### src/rtl/fsq_pkg.sv
package fsq_pkg;

  typedef enum logic [1:0] {
    OP_PROG = 2'd0,
    OP_PAGE = 2'd1,
    OP_CHIP = 2'd2
  } op_kind_e;

  typedef enum logic [3:0] {
    ST_IDLE,
    ST_U1,
    ST_U2,
    ST_PROG,
    ST_E80,
    ST_EU1,
    ST_EU2,
    ST_LOCK,
    ST_ISSUE,
    ST_BUSY
  } seq_st_e;

  localparam logic [7:0] CMD_KEY1  = 8'hAA;
  localparam logic [7:0] CMD_KEY2  = 8'h55;
  localparam logic [7:0] CMD_PROG  = 8'hA0;
  localparam logic [7:0] CMD_ERASE = 8'h80;
  localparam logic [7:0] CMD_CHIP  = 8'h10;
  localparam logic [7:0] CMD_PAGE  = 8'h50;
  localparam logic [7:0] CMD_LOCK  = 8'h70;
  localparam logic [7:0] CMD_IDIN  = 8'h90;
  localparam logic [7:0] CMD_IDOUT = 8'hF0;

endpackage

### src/rtl/fsq_lock.sv
module fsq_lock #(
  parameter int BOOT_BITS = 3
) (
  input  logic                 clk,
  input  logic                 rst_n,
  input  logic [1:0]           set_req,
  input  logic [BOOT_BITS-1:0] chk_top,
  output logic [1:0]           lock_q,
  output logic                 chk_hit
);

  logic [1:0] match;

  // region 0 is the bottom block, region 1 the top block
  for (genvar g = 0; g < 2; g++) begin : g_region
    logic flag_q;

    if (g == 0) begin : g_bot
      assign match[g] = (chk_top == '0);
    end else begin : g_top
      assign match[g] = (chk_top == '1);
    end

    always_ff @(posedge clk) begin
      if (!rst_n) flag_q <= 1'b0;
      else if (set_req[g]) flag_q <= 1'b1;
    end

    assign lock_q[g] = flag_q;


    lock_sticky_chk: assert property (@(posedge clk) disable iff (!rst_n)
      !$fell(flag_q));
  end

  assign chk_hit = |(lock_q & match);

endmodule

### src/rtl/fsq_decoder.sv
module fsq_decoder
  import fsq_pkg::*;
#(
  parameter int              ADDR_W   = 16,
  parameter logic [ADDR_W-1:0] UNLOCK_A = 16'h5555,
  parameter logic [ADDR_W-1:0] UNLOCK_B = 16'h2AAA
) (
  input  logic              clk,
  input  logic              rst_n,
  input  logic              wr_valid,
  input  logic [ADDR_W-1:0] wr_addr,
  input  logic [7:0]        wr_data,
  input  logic              prot_hit,
  input  logic [1:0]        lock_q,
  input  logic              op_ready,
  input  logic              op_done,
  output logic              op_valid,
  output op_kind_e          op_kind,
  output logic [ADDR_W-1:0] op_addr,
  output logic [7:0]        op_data,
  output logic [1:0]        op_skip,
  output logic              busy,
  output logic              id_mode,
  output logic              poll_bit,
  output logic              op_start,
  output logic [1:0]        set_req
);

  seq_st_e           st_q, st_d;
  logic              id_q, id_d;
  op_kind_e          kind_q, kind_d;
  logic [ADDR_W-1:0] addr_q, addr_d;
  logic [7:0]        data_q, data_d;
  logic [1:0]        skip_q, skip_d;

  logic at_a, at_b;
  assign at_a = (wr_addr == UNLOCK_A);
  assign at_b = (wr_addr == UNLOCK_B);

  always_comb begin
    st_d     = st_q;
    id_d     = id_q;
    kind_d   = kind_q;
    addr_d   = addr_q;
    data_d   = data_q;
    skip_d   = skip_q;
    op_start = 1'b0;
    set_req  = 2'b00;
    case (st_q)
      ST_ISSUE: if (op_ready) st_d = ST_BUSY;
      ST_BUSY:  if (op_done)  st_d = ST_IDLE;
      default: begin
        if (wr_valid) begin
          st_d = ST_IDLE;
          case (st_q)
            ST_IDLE: begin
              if (at_a && wr_data == CMD_KEY1) st_d = ST_U1;
              else if (wr_data == CMD_IDOUT) id_d = 1'b0;
            end
            ST_U1: if (at_b && wr_data == CMD_KEY2) st_d = ST_U2;
            ST_U2: begin
              if (at_a) begin
                case (wr_data)
                  CMD_PROG:  st_d = ST_PROG;
                  CMD_ERASE: st_d = ST_E80;
                  CMD_IDIN:  id_d = 1'b1;
                  CMD_IDOUT: id_d = 1'b0;
                  default:   st_d = ST_IDLE;
                endcase
              end
            end
            ST_PROG: begin
              if (!prot_hit) begin
                st_d     = ST_ISSUE;
                kind_d   = OP_PROG;
                addr_d   = wr_addr;
                data_d   = wr_data;
                skip_d   = 2'b00;
                op_start = 1'b1;
              end
            end
            ST_E80: if (at_a && wr_data == CMD_KEY1) st_d = ST_EU1;
            ST_EU1: if (at_b && wr_data == CMD_KEY2) st_d = ST_EU2;
            ST_EU2: begin
              if (at_a && wr_data == CMD_CHIP) begin
                st_d     = ST_ISSUE;
                kind_d   = OP_CHIP;
                addr_d   = wr_addr;
                data_d   = 8'h00;
                skip_d   = lock_q;
                op_start = 1'b1;
              end else if (wr_data == CMD_PAGE) begin
                if (!prot_hit) begin
                  st_d     = ST_ISSUE;
                  kind_d   = OP_PAGE;
                  addr_d   = wr_addr;
                  data_d   = 8'h00;
                  skip_d   = 2'b00;
                  op_start = 1'b1;
                end
              end else if (at_a && wr_data == CMD_LOCK) begin
                st_d = ST_LOCK;
              end
            end
            ST_LOCK: begin
              set_req[1] = &wr_addr;
              set_req[0] = ~|wr_addr;
            end
            default: st_d = ST_IDLE;
          endcase
        end
      end
    endcase
  end

  always_ff @(posedge clk) begin
    if (!rst_n) begin
      st_q   <= ST_IDLE;
      id_q   <= 1'b0;
      kind_q <= OP_PROG;
      addr_q <= '0;
      data_q <= '0;
      skip_q <= '0;
    end else begin
      st_q   <= st_d;
      id_q   <= id_d;
      kind_q <= kind_d;
      addr_q <= addr_d;
      data_q <= data_d;
      skip_q <= skip_d;
    end
  end

  assign op_valid = (st_q == ST_ISSUE);
  assign busy     = (st_q == ST_ISSUE) || (st_q == ST_BUSY);
  assign op_kind  = kind_q;
  assign op_addr  = addr_q;
  assign op_data  = data_q;
  assign op_skip  = skip_q;
  assign id_mode  = id_q;
  assign poll_bit = (kind_q == OP_PROG) ? ~data_q[7] : 1'b0;


  op_hold_chk: assert property (@(posedge clk) disable iff (!rst_n)
    (op_valid && !op_ready) |=> (op_valid && $stable(op_addr) && $stable(op_data)
                                 && $stable(op_kind) && $stable(op_skip)));


  op_from_write_chk: assert property (@(posedge clk) disable iff (!rst_n)
    $rose(op_valid) |-> $past(wr_valid));


  op_not_while_busy_chk: assert property (@(posedge clk) disable iff (!rst_n)
    $rose(op_valid) |-> !$past(busy));

endmodule

### src/rtl/fsq_readback.sv
module fsq_readback #(
  parameter int             ADDR_W  = 16,
  parameter logic [6:0]     MFR_ID7 = 7'h42,
  parameter logic [6:0]     DEV_ID7 = 7'h26
) (
  input  logic              clk,
  input  logic              rst_n,
  input  logic              rd_valid,
  input  logic [ADDR_W-1:0] rd_addr,
  input  logic [7:0]        arr_rdata,
  input  logic              busy,
  input  logic              id_mode,
  input  logic [1:0]        lock_q,
  input  logic              poll_bit,
  input  logic              op_start,
  output logic              rsp_valid,
  output logic [7:0]        rsp_data
);

  localparam logic [7:0]        MFR_CODE = {~^MFR_ID7, MFR_ID7};
  localparam logic [7:0]        DEV_CODE = {~^DEV_ID7, DEV_ID7};
  localparam logic [ADDR_W-1:0] BOT_STAT = ADDR_W'(2);
  localparam logic [ADDR_W-1:0] TOP_STAT = {{(ADDR_W-8){1'b1}}, 8'hF2};

  logic [7:0] id_byte;
  logic       tog_q;

  always_comb begin
    if (rd_addr == BOT_STAT)          id_byte = {7'b0, lock_q[0]};
    else if (rd_addr == TOP_STAT)     id_byte = {6'b0, lock_q[1], 1'b0};
    else if (rd_addr[7:0] == 8'h00)   id_byte = MFR_CODE;
    else if (rd_addr[7:0] == 8'h01)   id_byte = DEV_CODE;
    else                              id_byte = 8'h00;
  end

  always_ff @(posedge clk) begin
    if (!rst_n) begin
      rsp_valid <= 1'b0;
      rsp_data  <= 8'h00;
      tog_q     <= 1'b0;
    end else begin
      rsp_valid <= rd_valid;
      if (op_start) tog_q <= 1'b0;
      if (rd_valid) begin
        if (busy) begin
          rsp_data <= {poll_bit, tog_q, 6'b0};
          tog_q    <= ~tog_q;
        end else if (id_mode) begin
          rsp_data <= id_byte;
        end else begin
          rsp_data <= arr_rdata;
        end
      end
    end
  end


  status_shape_chk: assert property (@(posedge clk) disable iff (!rst_n)
    (rd_valid && busy) |=> (rsp_valid && rsp_data[5:0] == 6'b0));

endmodule

### src/rtl/flash_cmd_seq.sv
module flash_cmd_seq
  import fsq_pkg::*;
#(
  parameter int         ADDR_W     = 16,
  parameter int         PAGE_W     = 4,
  parameter int         BOOT_PAGES = 2,
  parameter logic [6:0] MFR_ID7    = 7'h42,
  parameter logic [6:0] DEV_ID7    = 7'h26
) (
  input  logic              clk,
  input  logic              rst_n,
  input  logic              wr_valid,
  input  logic [ADDR_W-1:0] wr_addr,
  input  logic [7:0]        wr_data,
  input  logic              rd_valid,
  input  logic [ADDR_W-1:0] rd_addr,
  input  logic [7:0]        arr_rdata,
  output logic              rsp_valid,
  output logic [7:0]        rsp_data,
  output logic              op_valid,
  input  logic              op_ready,
  output logic [1:0]        op_kind,
  output logic [ADDR_W-1:0] op_addr,
  output logic [7:0]        op_data,
  output logic [1:0]        op_skip,
  input  logic              op_done,
  output logic              busy
);

  localparam int BOOT_BITS = PAGE_W - $clog2(BOOT_PAGES);

  logic       prot_hit;
  logic [1:0] lock_q;
  logic [1:0] set_req;
  logic       id_mode;
  logic       poll_bit;
  logic       op_start;
  op_kind_e   kind_e;
  logic [BOOT_BITS-1:0] wr_region;

  assign wr_region = wr_addr[ADDR_W-1 -: BOOT_BITS];
  assign op_kind   = kind_e;

  fsq_lock #(.BOOT_BITS(BOOT_BITS)) u_lock (
    .clk     (clk),
    .rst_n   (rst_n),
    .set_req (set_req),
    .chk_top (wr_region),
    .lock_q  (lock_q),
    .chk_hit (prot_hit)
  );

  fsq_decoder #(.ADDR_W(ADDR_W)) u_dec (
    .clk      (clk),
    .rst_n    (rst_n),
    .wr_valid (wr_valid),
    .wr_addr  (wr_addr),
    .wr_data  (wr_data),
    .prot_hit (prot_hit),
    .lock_q   (lock_q),
    .op_ready (op_ready),
    .op_done  (op_done),
    .op_valid (op_valid),
    .op_kind  (kind_e),
    .op_addr  (op_addr),
    .op_data  (op_data),
    .op_skip  (op_skip),
    .busy     (busy),
    .id_mode  (id_mode),
    .poll_bit (poll_bit),
    .op_start (op_start),
    .set_req  (set_req)
  );

  fsq_readback #(.ADDR_W(ADDR_W), .MFR_ID7(MFR_ID7), .DEV_ID7(DEV_ID7)) u_rb (
    .clk       (clk),
    .rst_n     (rst_n),
    .rd_valid  (rd_valid),
    .rd_addr   (rd_addr),
    .arr_rdata (arr_rdata),
    .busy      (busy),
    .id_mode   (id_mode),
    .lock_q    (lock_q),
    .poll_bit  (poll_bit),
    .op_start  (op_start),
    .rsp_valid (rsp_valid),
    .rsp_data  (rsp_data)
  );


  prot_region_chk: assert property (@(posedge clk) disable iff (!rst_n)
    (op_valid && op_kind != 2'd2) |->
      !((lock_q[1] && (&op_addr[ADDR_W-1 -: BOOT_BITS])) ||
        (lock_q[0] && (~|op_addr[ADDR_W-1 -: BOOT_BITS]))));

endmodule

### config.mk
export PLATFORM = sky130hd
export DESIGN_NAME = flash_cmd_seq
export DESIGN_NICKNAME = d
export VERILOG_FILES = /design/src/rtl/fsq_pkg.sv /design/src/rtl/fsq_lock.sv /design/src/rtl/fsq_decoder.sv /design/src/rtl/fsq_readback.sv /design/src/rtl/flash_cmd_seq.sv
export SDC_FILE = /design/constraint.sdc
export NUM_CORES = 1
export LEC_CHECK = 0
export ABC_AREA = 1
export BUFFER_PORTS_ARGS = -buffer_cell sky130_fd_sc_hd__buf_2
export CORE_MARGIN = 3
export CORE_UTILIZATION = 50
export CTS_CLUSTER_DIAMETER = 150
export DETAILED_ROUTE_END_ITERATION = 10
export HOLD_SLACK_MARGIN = 0.08
export PLACE_DENSITY_LB_ADDON = 0.05
export SLEW_MARGIN = 30
export SYNTH_ARGS = -nofsm -noshare
export SYNTH_HDL_FRONTEND = slang
export SYNTH_HIERARCHICAL = 1
export SYNTH_SLANG_ARGS = --single-unit
### constraint.sdc
create_clock -name clk -period 4.7 [get_ports clk]
set_input_delay 0 -clock clk [delete_from_list [all_inputs] [get_ports clk]]
set_output_delay 0 -clock clk [all_outputs]
set_load 0.1 [all_outputs]
==> reports/metrics.yaml <==
swShare_pct: 34.5
grt_use_total_pct: 23.8
instances_no_fill: 692
yosys.area.top_type_share_pct: 30.5
min_to: "u_dec/op_data[1]$_SDFFE_PN0P_"
crit_required_ns: 4.94
cts-root-buf: "clkbuf_8"
n_antenna_cell: 0
synth_cell_types: 28
dpl_cell_area_um2: 3410
p_switching_uw: 292
post-route-period-util_pct: 47.8
mappedNetlistArea_um2: 2950
crit_path_top_delay_cell: "dlygate4sd3_1"
yosys.area.top_type: "dfxtp_1"
endpoint_kind: "flop"
wl_per_cell_um: 12.1
startpoint_type: "input port"
ys_warn_count: 6
reg2reg_to: "u_rb/tog_q$_SDFF_PN0_"
synth_xor_area_share_pct: 0
leakagePower_uw: 0.00196
drt_pass1_iterations: 5
synth_seq_cells: 45
setup_tns_ns: 0
grt_max_degree: 33
route.detailed.drc: 0
grt_pass1_wl_um: 13800
ant_nets: 0
multi_input_area_um2: 1680
finalSetupViolations: 0
power_frac_comb_pct: 23.3
drive_gt1_share_pct: 20.5
worst_pin_slew_ns: 0.506
numCtsBuffers: 5
clock_latency_ns: 0.30
avgSynthCellArea_um2: 5.73
maxCapViolCount: 0
io_pins: 93
grt_pass1_vias: 3224
gr-total-overflow: 0
fin_crit_ns: 2.25
cts_tree: "done"
synthTopCellsByArea: "dfxtp_1 (31%), nand2_1 (17%), nor2_1 (15%), inv_1 (8.8%), nand3_1 (6.8%)"
vias: 3465
port_buffers: 92
area_growth_syn_to_layout_pct: 25.4
cp_cell_sequence: "dlygate4sd3_1 -> buf_2 -> nor2_1 -> nand2_1 -> nand2_1 -> inv_1 -> nand3_1 -> nand2_2 -> nand2_2 -> nand2_4 -> nand2_4 -> inv_1 -> o21ai_0 -> o21ai_1 -> nor2_1"
holdPathStages: 5
gp_congestion: 0.921
rsz0062_at_grt: "false"
die_w_um: 82.8
cts.sinks: 45
finalHoldViolCount: 0
synth_edf_count: 0
die_area_um2: 6860
fp-row-count: 27
path_buf_inv: 4
ctsResizeCount: 0
ys_seq_area_share_pct: 30.5
max_slew_margin_pct: 66.2
hold_start: "wr_data[1]"
fillers: 555
internal_power_uw: 554
synth_top_family_by_area: "simple AND/OR/NAND/NOR gates"
rrSetupSlack_ns: 2.48
final_cell_area_um2: 3700
core_um2: 5610
total_power_uw: 846
path_class: "in -> reg"
min_path_type: "in -> reg"
htreeDepth: 2
synthSimpleGateAreaFrac_pct: 47.6
initial_core_util_pct: 52.6
critPathTopFamily: "simple AND/OR/NAND/NOR gates"
nets: 673
slew_viol_final: 0
worstPathMaxFanout: 32
power_density_nw_per_um2: 229
muxShareOfSynthArea_pct: 0
vias_per_cell: 5.01
wirelength_um: 8390
p_clk_share_pct: 30.0
synth_fp_nets: 569
synth_compound_area_share_pct: 9.25
dp_hpwl_um: 6380
clk_pin_slew_ns: 0.10
synth_ff_type: "dfxtp_1"
synth_fa_ha_area_share_pct: 0
worst_slack_ns: 2.45
antenna_found_initial: 0
outcome: "complete, no violations"
rr_worst_depth: 14
fin_worst_skew_ns: 0.0104
postSynthCellCount: 515
async_flop_share_pct: 0
pre_cts_slack_ns: 2.50
power_frac_seq_pct: 46.7
cp_slowest_stage_delay_ns: 0.53
reg2reg_from: "u_lock/g_region[0].flag_q$_SDFFE_PN0P_"
vdd_drop_max_v: 0.000133
initialDrtViolationCount: 181
cp.arrival_ns: 2.49
clock_path_buffers: 2
dp.cells: 665
die_y_um: 82.8
regArea_um2: 901
fmax_ghz: 0.445
[timing repair]
item / CTS / global route
setup buffers: 0 / 0
hold endpoints to repair: 20 / 0
hold buffers: 19 / 0
[final cells by class]
type / count / share of cell area (%)
clock buffer: 5 / 1.86
clock inverter: 3 / 0.677
inverter: 76 / 7.71
multi-input combinational: 380 / 45.4
sequential: 45 / 24.4
tap: 72 / 2.44
timing repair buffer: 111 / 17.6
[layout by cell type (no fill, tap or decap), drive strengths merged]
master,count
inv,76
clkbuf,5
o211ai,3
dfxtp,45
nand4,8
a21oi,33
nor2,128
dlygate4sd3,19
nor4,2
o21ai,14
nor3,6
clkinvlp,1
clkinv,2
nand3,41
nand2,143
nor4b,1
o21a,1
buf,92
[worst min-delay path, delay by kind of cell]
family,cells,cell delay (ns)
and+or+nand+nor,3,0.18
buffers and inverters,2,0.17
[state kept, by name, indices dropped and copies added (netlist names)]
register	flops
u_dec/op_skip	2
u_dec/op_data	8
u_dec/st_q	4
u_rb/rsp_data	8
u_dec/id_mode	1
u_rb/rsp_valid	1
u_lock/g_region.flag_q	2
u_dec/op_kind	2
u_dec/op_addr	16
u_rb/tog_q	1
[cell families after synthesis]
| kind of cell | after synthesis |
|---|---|
| AOI/OAI and AO/OA | 51 |
| buffers and inverters | 90 |
| DFF | 45 |
| and+or+nand+nor | 329 |
[routing by layer]
metal / wire (µm) / vias to the layer above / GRT usage [%]
li1: - / 1795 / -
met1: 3550 / 1531 / 27.8
met2: 4190 / 119 / 43.4
met3: 467 / 20 / 4.46
met4: 180 / 0 / 7.73
met5: 0 / - / 0
[worst max path at each step]
stage	start	end	slack (ns)	cells past startpoint
6_report	wr_addr[13]	u_rb/tog_q$_SDFF_PN0_	2.45	15
5_1_grt	u_lock/g_region[0].flag_q$_SDFFE_PN0P_	u_rb/tog_q$_SDFF_PN0_	2.24	14
4_1_cts	u_lock/g_region[0].flag_q$_SDFFE_PN0P_	u_rb/tog_q$_SDFF_PN0_	2.50	14
3_5_place_dp	u_lock/g_region[0].flag_q$_SDFFE_PN0P_	u_rb/tog_q$_SDFF_PN0_	2.50	14
3_3_place_gp	u_lock/g_region[0].flag_q$_SDFFE_PN0P_	u_rb/tog_q$_SDFF_PN0_	2.62	14
2_1_floorplan	u_dec/st_q[3]$_SDFFE_PN0P_	u_dec/st_q[2]$_SDFFE_PN0P_	1.98	9
[synth_stat cells (2+ instances only)]
cell and count:
dfxtp_1 45, nor2_2 6, nor3_1 6, inv_2 6, nand3_1 40, o21ai_1 2, clkbuf_1 6, nor4_1 2
nand4_1 7, buf_6 3, inv_1 69, nand2_2 7, o21ai_0 11, nor2_4 2, nor2_1 120, buf_2 3
buf_4 2, nand2_4 2, a21oi_1 32, o211ai_1 3, nand2_1 134
[per-stage QoR]
stage               utilization [%]  hold slack [ns]
floorplan                         -           0.0935
global route                   66.0            0.130
finish                         66.0           0.0928
detailed placement             60.9            0.250
global placement               60.9            0.240
CTS                            66.0           0.0854
[power groups by stage]
stage | clock network (µW) | logic (µW) | registers, µW
global placement | 0 | 182 | 403
CTS | 262 | 196 | 395
global route | 276 | 215 | 396
floorplan | 0 | 90.7 | 438
detailed placement | 0 | 183 | 404
finish | 254 | 197 | 395
(Power assumes the default switching activity.)
